**src/rtl/lsum_pkg.sv**
```systemverilog
package lsum_pkg;
  typedef enum logic [1:0] {ST_IDLE, ST_HEAD, ST_VAL, ST_PTR} state_e;

  typedef struct packed {
    logic sum_sel_add;   // 1: adder result, 0: zero
    logic ld_sum;
    logic next_sel_mem;  // 1: memory data, 0: zero
    logic ld_next;
    logic addr_sel_inc;  // 1: next+1, 0: next
  } ctrl_t;
endpackage

```
**src/rtl/lsum_mem.sv**
```systemverilog
module lsum_mem #(
  parameter int DATA_W = 8,
  parameter int ADDR_W = 4
) (
  input  logic              clk_i,
  input  logic              we_i,
  input  logic [ADDR_W-1:0] waddr_i,
  input  logic [DATA_W-1:0] wdata_i,
  input  logic [ADDR_W-1:0] raddr_i,
  output logic [DATA_W-1:0] rdata_o
);
  localparam int DEPTH = 1 << ADDR_W;

  logic [DATA_W-1:0] mem_q [DEPTH];

  always_ff @(posedge clk_i) begin
    if (we_i) mem_q[waddr_i] <= wdata_i;
  end

  assign rdata_o = mem_q[raddr_i];
endmodule

```
**src/rtl/lsum_datapath.sv**
```systemverilog
module lsum_datapath
  import lsum_pkg::*;
#(
  parameter int DATA_W = 8,
  parameter int ADDR_W = 4
) (
  input  logic              clk_i,
  input  logic              rst_ni,
  input  ctrl_t             ctrl_i,
  input  logic [DATA_W-1:0] rdata_i,
  output logic [ADDR_W-1:0] raddr_o,
  output logic              next_zero_o,
  output logic [DATA_W-1:0] sum_o
);
  logic [DATA_W-1:0] sum_q, sum_d, next_q, next_d, next_inc, addr_full;

  assign sum_d       = ctrl_i.sum_sel_add ? sum_q + rdata_i : '0;
  assign next_d      = ctrl_i.next_sel_mem ? rdata_i : '0;
  assign next_zero_o = (next_d == '0);
  assign next_inc    = next_q + 1'b1;
  assign addr_full   = ctrl_i.addr_sel_inc ? next_inc : next_q;
  assign raddr_o     = addr_full[ADDR_W-1:0];

  generate
    if (ADDR_W < DATA_W) begin : g_hi
      logic unused_addr_hi;
      assign unused_addr_hi = ^addr_full[DATA_W-1:ADDR_W];
    end
  endgenerate

  always_ff @(posedge clk_i or negedge rst_ni) begin
    if (!rst_ni) begin
      sum_q  <= '0;
      next_q <= '0;
    end else begin
      if (ctrl_i.ld_sum)  sum_q  <= sum_d;
      if (ctrl_i.ld_next) next_q <= next_d;
    end
  end

  assign sum_o = sum_q;
endmodule

```
**src/rtl/lsum_ctrl.sv**
```systemverilog
module lsum_ctrl
  import lsum_pkg::*;
(
  input  logic   clk_i,
  input  logic   rst_ni,
  input  logic   start_i,
  input  logic   next_zero_i,
  output ctrl_t  ctrl_o,
  output state_e state_o,
  output logic   done_o
);
  state_e state_q, state_d;
  logic   fin, done_q;

  always_comb begin
    ctrl_o  = '0;
    state_d = state_q;
    fin     = 1'b0;
    unique case (state_q)
      ST_IDLE: if (start_i) begin
        ctrl_o.ld_sum  = 1'b1;  // select zero
        ctrl_o.ld_next = 1'b1;  // select zero, head read from word 0
        state_d        = ST_HEAD;
      end
      ST_HEAD: begin
        ctrl_o.next_sel_mem = 1'b1;
        ctrl_o.ld_next      = 1'b1;
        if (next_zero_i) begin
          fin     = 1'b1;
          state_d = ST_IDLE;
        end else begin
          state_d = ST_VAL;
        end
      end
      ST_VAL: begin
        ctrl_o.sum_sel_add = 1'b1;
        ctrl_o.ld_sum      = 1'b1;
        state_d            = ST_PTR;
      end
      ST_PTR: begin
        ctrl_o.addr_sel_inc = 1'b1;
        ctrl_o.next_sel_mem = 1'b1;
        ctrl_o.ld_next      = 1'b1;
        if (next_zero_i) begin
          fin     = 1'b1;
          state_d = ST_IDLE;
        end else begin
          state_d = ST_VAL;
        end
      end
      default: state_d = ST_IDLE;
    endcase
  end

  always_ff @(posedge clk_i or negedge rst_ni) begin
    if (!rst_ni) begin
      state_q <= ST_IDLE;
      done_q  <= 1'b0;
    end else begin
      state_q <= state_d;
      done_q  <= fin;
    end
  end

  assign state_o = state_q;
  assign done_o  = done_q;
endmodule

```
**src/rtl/list_sum_engine.sv**
```systemverilog
module list_sum_engine
  import lsum_pkg::*;
#(
  parameter int DATA_W = 8,
  parameter int ADDR_W = 4
) (
  input  logic              clk_i,
  input  logic              rst_ni,
  input  logic              start_i,
  input  logic              wr_en_i,
  input  logic [ADDR_W-1:0] wr_addr_i,
  input  logic [DATA_W-1:0] wr_data_i,
  output logic [DATA_W-1:0] sum_o,
  output logic              done_o
);
  ctrl_t             ctrl;
  state_e            ctl_state;
  logic              next_zero, busy;
  logic [ADDR_W-1:0] raddr;
  logic [DATA_W-1:0] rdata;

  assign busy = (ctl_state != ST_IDLE);

  lsum_ctrl u_ctrl (
    .clk_i      (clk_i),
    .rst_ni     (rst_ni),
    .start_i    (start_i),
    .next_zero_i(next_zero),
    .ctrl_o     (ctrl),
    .state_o    (ctl_state),
    .done_o     (done_o)
  );

  lsum_datapath #(.DATA_W(DATA_W), .ADDR_W(ADDR_W)) u_dp (
    .clk_i      (clk_i),
    .rst_ni     (rst_ni),
    .ctrl_i     (ctrl),
    .rdata_i    (rdata),
    .raddr_o    (raddr),
    .next_zero_o(next_zero),
    .sum_o      (sum_o)
  );

  lsum_mem #(.DATA_W(DATA_W), .ADDR_W(ADDR_W)) u_mem (
    .clk_i  (clk_i),
    .we_i   (wr_en_i),
    .waddr_i(wr_addr_i),
    .wdata_i(wr_data_i),
    .raddr_i(raddr),
    .rdata_o(rdata)
  );
endmodule

```
**config.mk**
```make
export PLATFORM = sky130hd
export DESIGN_NAME = list_sum_engine
export DESIGN_NICKNAME = d
export VERILOG_FILES = /design/src/rtl/lsum_pkg.sv /design/src/rtl/lsum_mem.sv /design/src/rtl/lsum_datapath.sv /design/src/rtl/lsum_ctrl.sv /design/src/rtl/list_sum_engine.sv
export SDC_FILE = /design/constraint.sdc
export NUM_CORES = 1
export LEC_CHECK = 0
export CORE_UTILIZATION = 23
export CTS_BUF_LIST = sky130_fd_sc_hd__clkbuf_4
export CTS_CLUSTER_DIAMETER = 30
export DETAILED_ROUTE_END_ITERATION = 7
export DONT_BUFFER_PORTS = 1
export HOLD_SLACK_MARGIN = 0.05
export PLACE_DENSITY = 0.47
export SLEW_MARGIN = 20
export SYNTH_ARGS = -nofsm -noshare
export SYNTH_HDL_FRONTEND = slang
export SYNTH_SLANG_ARGS = --single-unit
```
**constraint.sdc**
```tcl
create_clock -name clk_i -period 9.5 [get_ports clk_i]
set_clock_uncertainty 0.1 [all_clocks]
set_input_delay 1.9 -clock clk_i [delete_from_list [all_inputs] [get_ports clk_i]]
set_output_delay 1.9 -clock clk_i [all_outputs]
set_load 0.02 [all_outputs]
```
==> metrics <==
slowest stage cell, crit path=nor3_1; fin nets=466; slew margin rel.=29.9%; delay-heaviest family, CP=compound AO/OA/AOI/OAI gates; # setup viols final=0; filler instances=roughly 3.0k; MaxCap Viol Count=0; P&R area growth vs syn=12.1%; initial antenna violation count=1; Seq/Total Area, Yosys=62.3%; Worst Tran Pin Value=around 1000 ps; H-tree levels=4; Worst setup SP type=register; fmax=just under 0.2 GHz; Worst Path Required=roughly 9800 ps; CP endpoint=u_dp.sum_o[7]$_DFFE_PN0P_; Die H=between 150 and 200 microns; DRT antenna net count=0; CP Max Fanout=32; critical path type=reg -> reg; post-CTS resize count=0; routed vias/inst=4.47; Gate power share=between 50% and 60%; Synth Flop Type=edfxtp_1; Starting Density=between 20% and 30%; FF+latch count, synth=around 140; RSZ-0062 raised after global routing=false; P_leak=2.50 nW; max-slew violation count=0; # placed instances=between 800 and 900; synth warn=0; gr ovfl total=0; DR vias=3754; syn_nets=454; post-CTS setup buffers=0; switching share of power=~40%; TritonCTS buffer count=17; Die Width=174 microns; First-pass DRT Iterations=5; CTS tree=built; R2R Path End=u_dp.sum_o[7]$_DFFE_PN0P_; sequential share of power=31.3%; critical path's largest stage delay=600 ps; vias in the first global route=3954; clock share of power=17.1%; final hold viol count=0; Worst R2R Start=u_dp.next_q[1]$_DFFE_PN0P_; Yosys top cell by area=edfxtp_1; Reg area=about 4200 sq um; # DRC=0; Hold Path Cell Cnt=2; drt first-iter violations=approximately 270; worst min path class=reg -> reg; area of the multi-input gates=2420 sq um; total wire length=between 15000 and 20000 microns; clk_lat worst skew=540 ps; Final Wtd Congestion=roughly 0.76; hold buffers post-CTS=0; pwr dens=338 nW/um^2; met1 wire length=7500 microns; share of cells above drive strength 1=~29%; core area=a little under 30000 sq um; # IOs=25; HPWL Detailed=10500 microns; DR top layer=met4; top post-synthesis cells by area=edfxtp_1 (57%), mux4_2 (12%), mux2_2 (7.0%); Stages on worst setup path=17; largest net degree at the start of global routing=33; Critical Path Start=u_dp.next_q[1]$_DFFE_PN0P_; met3 wire length=600 microns; GRT Util Overall=10.9%; setup TNS=0 ps; status=finished, final reports clean; Mapped Area=approximately 6800 sq um; period utilization=53.0%; Yosys top cell area share=56.8%; critical path arrival=5360 ps; global-route wire length before repair=24100 microns; DR WL met2=between 7000 and 8000 microns; final non-filler cell total=839; Die ar.=30100 sq um; number of flops mapped to enable cells by yosys=128; clock buffer depth=2; CP Capture Type=register; Root Buffer=clkbuf_4; worst vdd ir=0.184 mV; Worst R2R Setup Slack=4460 ps; ys async rst share=10.5%; R2R cell count=17; Switch Pwr=1.02 mW; num rows=62; WL per Instance=between 15 and 20 microns; WP buf/inv=3; P_int=around 1.6 mW; Yosys cell types=51; CP cell instances=buf_4 > ha_1 > buf_4 > mux2_2 > mux4_2 > nand2_1 > a21oi_1 > nor3_1 > inv_1 > ha_1 > a21o_1 > a21oi_1 > o21bai_1 > a2111o_1 > and3b_1 > mux2i_1 > o211ai_1; clk sinks=143; min Tclk post-route=5040 ps; syn_area_per_cell=15.8 sq um; cells after synthesis=approximately 430; Port Buffer Count=0; clock slew at the register clock pins of the worst setup and hold paths=140 ps
-- cells in the final DEF, fill, tap and decap left out, drive strengths merged, types with 3 or more instances in the layout --
cell    count
edfxtp    128
mux2       42
mux4       35
nand2      31
nor2       20
inv        19
o21ai      18
clkbuf     17
dfrtp      15
a21oi      13
mux2i      13
buf        13
nor3       10
ha          8
nand3       6
o211ai      5
nand2b      5
xnor2       5
and2        4
nand3b      3
xor2        3
bufinv      3
clkinv      3
-- final cells by class --
class | count | share of cell area, %
sequential | 143 | 55.6
multi-input combinational | 255 | 31.9
tap | 384 | 6.33
clock inverter | 15 | 2.59
clock buffer | 17 | 1.68
timing repair buffer | 13 | 1.29
inverter | 11 | 0.544
antenna | 1 | 0.0330
-- state kept, by name (all words and copies together), names as in the netlist, named ones only --
register	cells
u_ctrl.done_o	1
u_dp.sum_o	8
u_ctrl.state_o	1
u_dp.next_q	4
u_mem.mem_q	128
-- cells in the mapped netlist (2+ instances only) --
cell,instances
a21bo_2,2
xor2_1,3
o211ai_1,5
o21ai_0,16
nand3b_1,3
a21oi_1,13
buf_2,11
nand2_2,2
inv_1,11
o21bai_1,2
and2_1,4
edfxtp_1,128
nand3_1,5
clkbuf_1,6
a22o_1,2
xnor2_1,5
a21o_1,2
o22ai_1,2
mux2i_1,13
mux2_2,42
a32o_1,2
nand2_1,29
nand2b_1,5
dfrtp_1,15
a211oi_1,2
nor3_1,10
nor2_1,20
mux4_2,35
o21ai_1,2
ha_1,8
buf_4,2
o211a_1,2
and3_1,2
-- worst min path at each step --
stage                          startpoint                         end  slack [ps]
3_3_place_gp   u_dp.next_q[2]$_DFFE_PN0P_  u_dp.next_q[2]$_DFFE_PN0P_         500
2_1_floorplan  u_dp.next_q[2]$_DFFE_PN0P_  u_dp.next_q[2]$_DFFE_PN0P_         430
5_1_grt        u_dp.next_q[2]$_DFFE_PN0P_  u_dp.next_q[2]$_DFFE_PN0P_         570
3_5_place_dp   u_dp.next_q[2]$_DFFE_PN0P_  u_dp.next_q[2]$_DFFE_PN0P_         510
4_1_cts        u_dp.next_q[2]$_DFFE_PN0P_  u_dp.next_q[2]$_DFFE_PN0P_         530
6_report       u_dp.next_q[2]$_DFFE_PN0P_  u_dp.next_q[2]$_DFFE_PN0P_         530
-- kinds of logic (layout without fill, tap and decap cells) --
family | count (synthesis) | count (layout) | synth area share, %
AO/OA/AOI/OAI | 60 | 60 | 5.90
adder cells (fa/ha/maj) | 9 | 9 | 1.77
flip-flops | 143 | 143 | 62.3
XOR/XNOR | 8 | 8 | 1.04
buffers and inverters | 31 | 56 | 2.03
AND/OR/NAND/NOR | 88 | 88 | 6.36
other | 0 | 1 | 0
multiplexers | 90 | 90 | 20.6
-- metal layers --
metal  vias to the layer above  track usage (%)
met5                         -                0
met4                         0             3.72
met3                         8             3.14
met2                        69             17.0
met1                      1958             14.6
li1                       1719                -
-- through the flow --
| step | setup slack (ps) | hold slack, ps | utilization (%) | cell area (sq um) | total power [mW] |
|---|---|---|---|---|---|
| 6_report | 4460 | 532 | 26.3 | 7590 | 2.57 |
| 5_1_grt | 4060 | 570 | 26.3 | 7590 | 2.74 |
| 4_1_cts | 4420 | 531 | 26.3 | 7580 | 2.60 |
| 3_5_place_dp | 4430 | 509 | 25.1 | 7260 | 2.16 |
| 3_3_place_gp | 4480 | 496 | 25.1 | 7260 | 2.15 |
| 2_1_floorplan | 5380 | 435 | - | 6770 | 1.86 |
-- power by group through the flow --
stage                     clock network, mW  registers, mW  logic (mW)
after floorplan                           0          0.787        1.08
after global routing                  0.477          0.810        1.46
after CTS                             0.451          0.803        1.34
after global placement                    0          0.815        1.33
after detailed placement                  0          0.817        1.34
final                                 0.439          0.803        1.32
-- worst min-delay path, cell delays in order (launching register included) --
cell and delay [ps]:
dfrtp_1 460, nand2_1 80, o21ai_0 60
No activity file was read; power rests on OpenSTA's default activity.
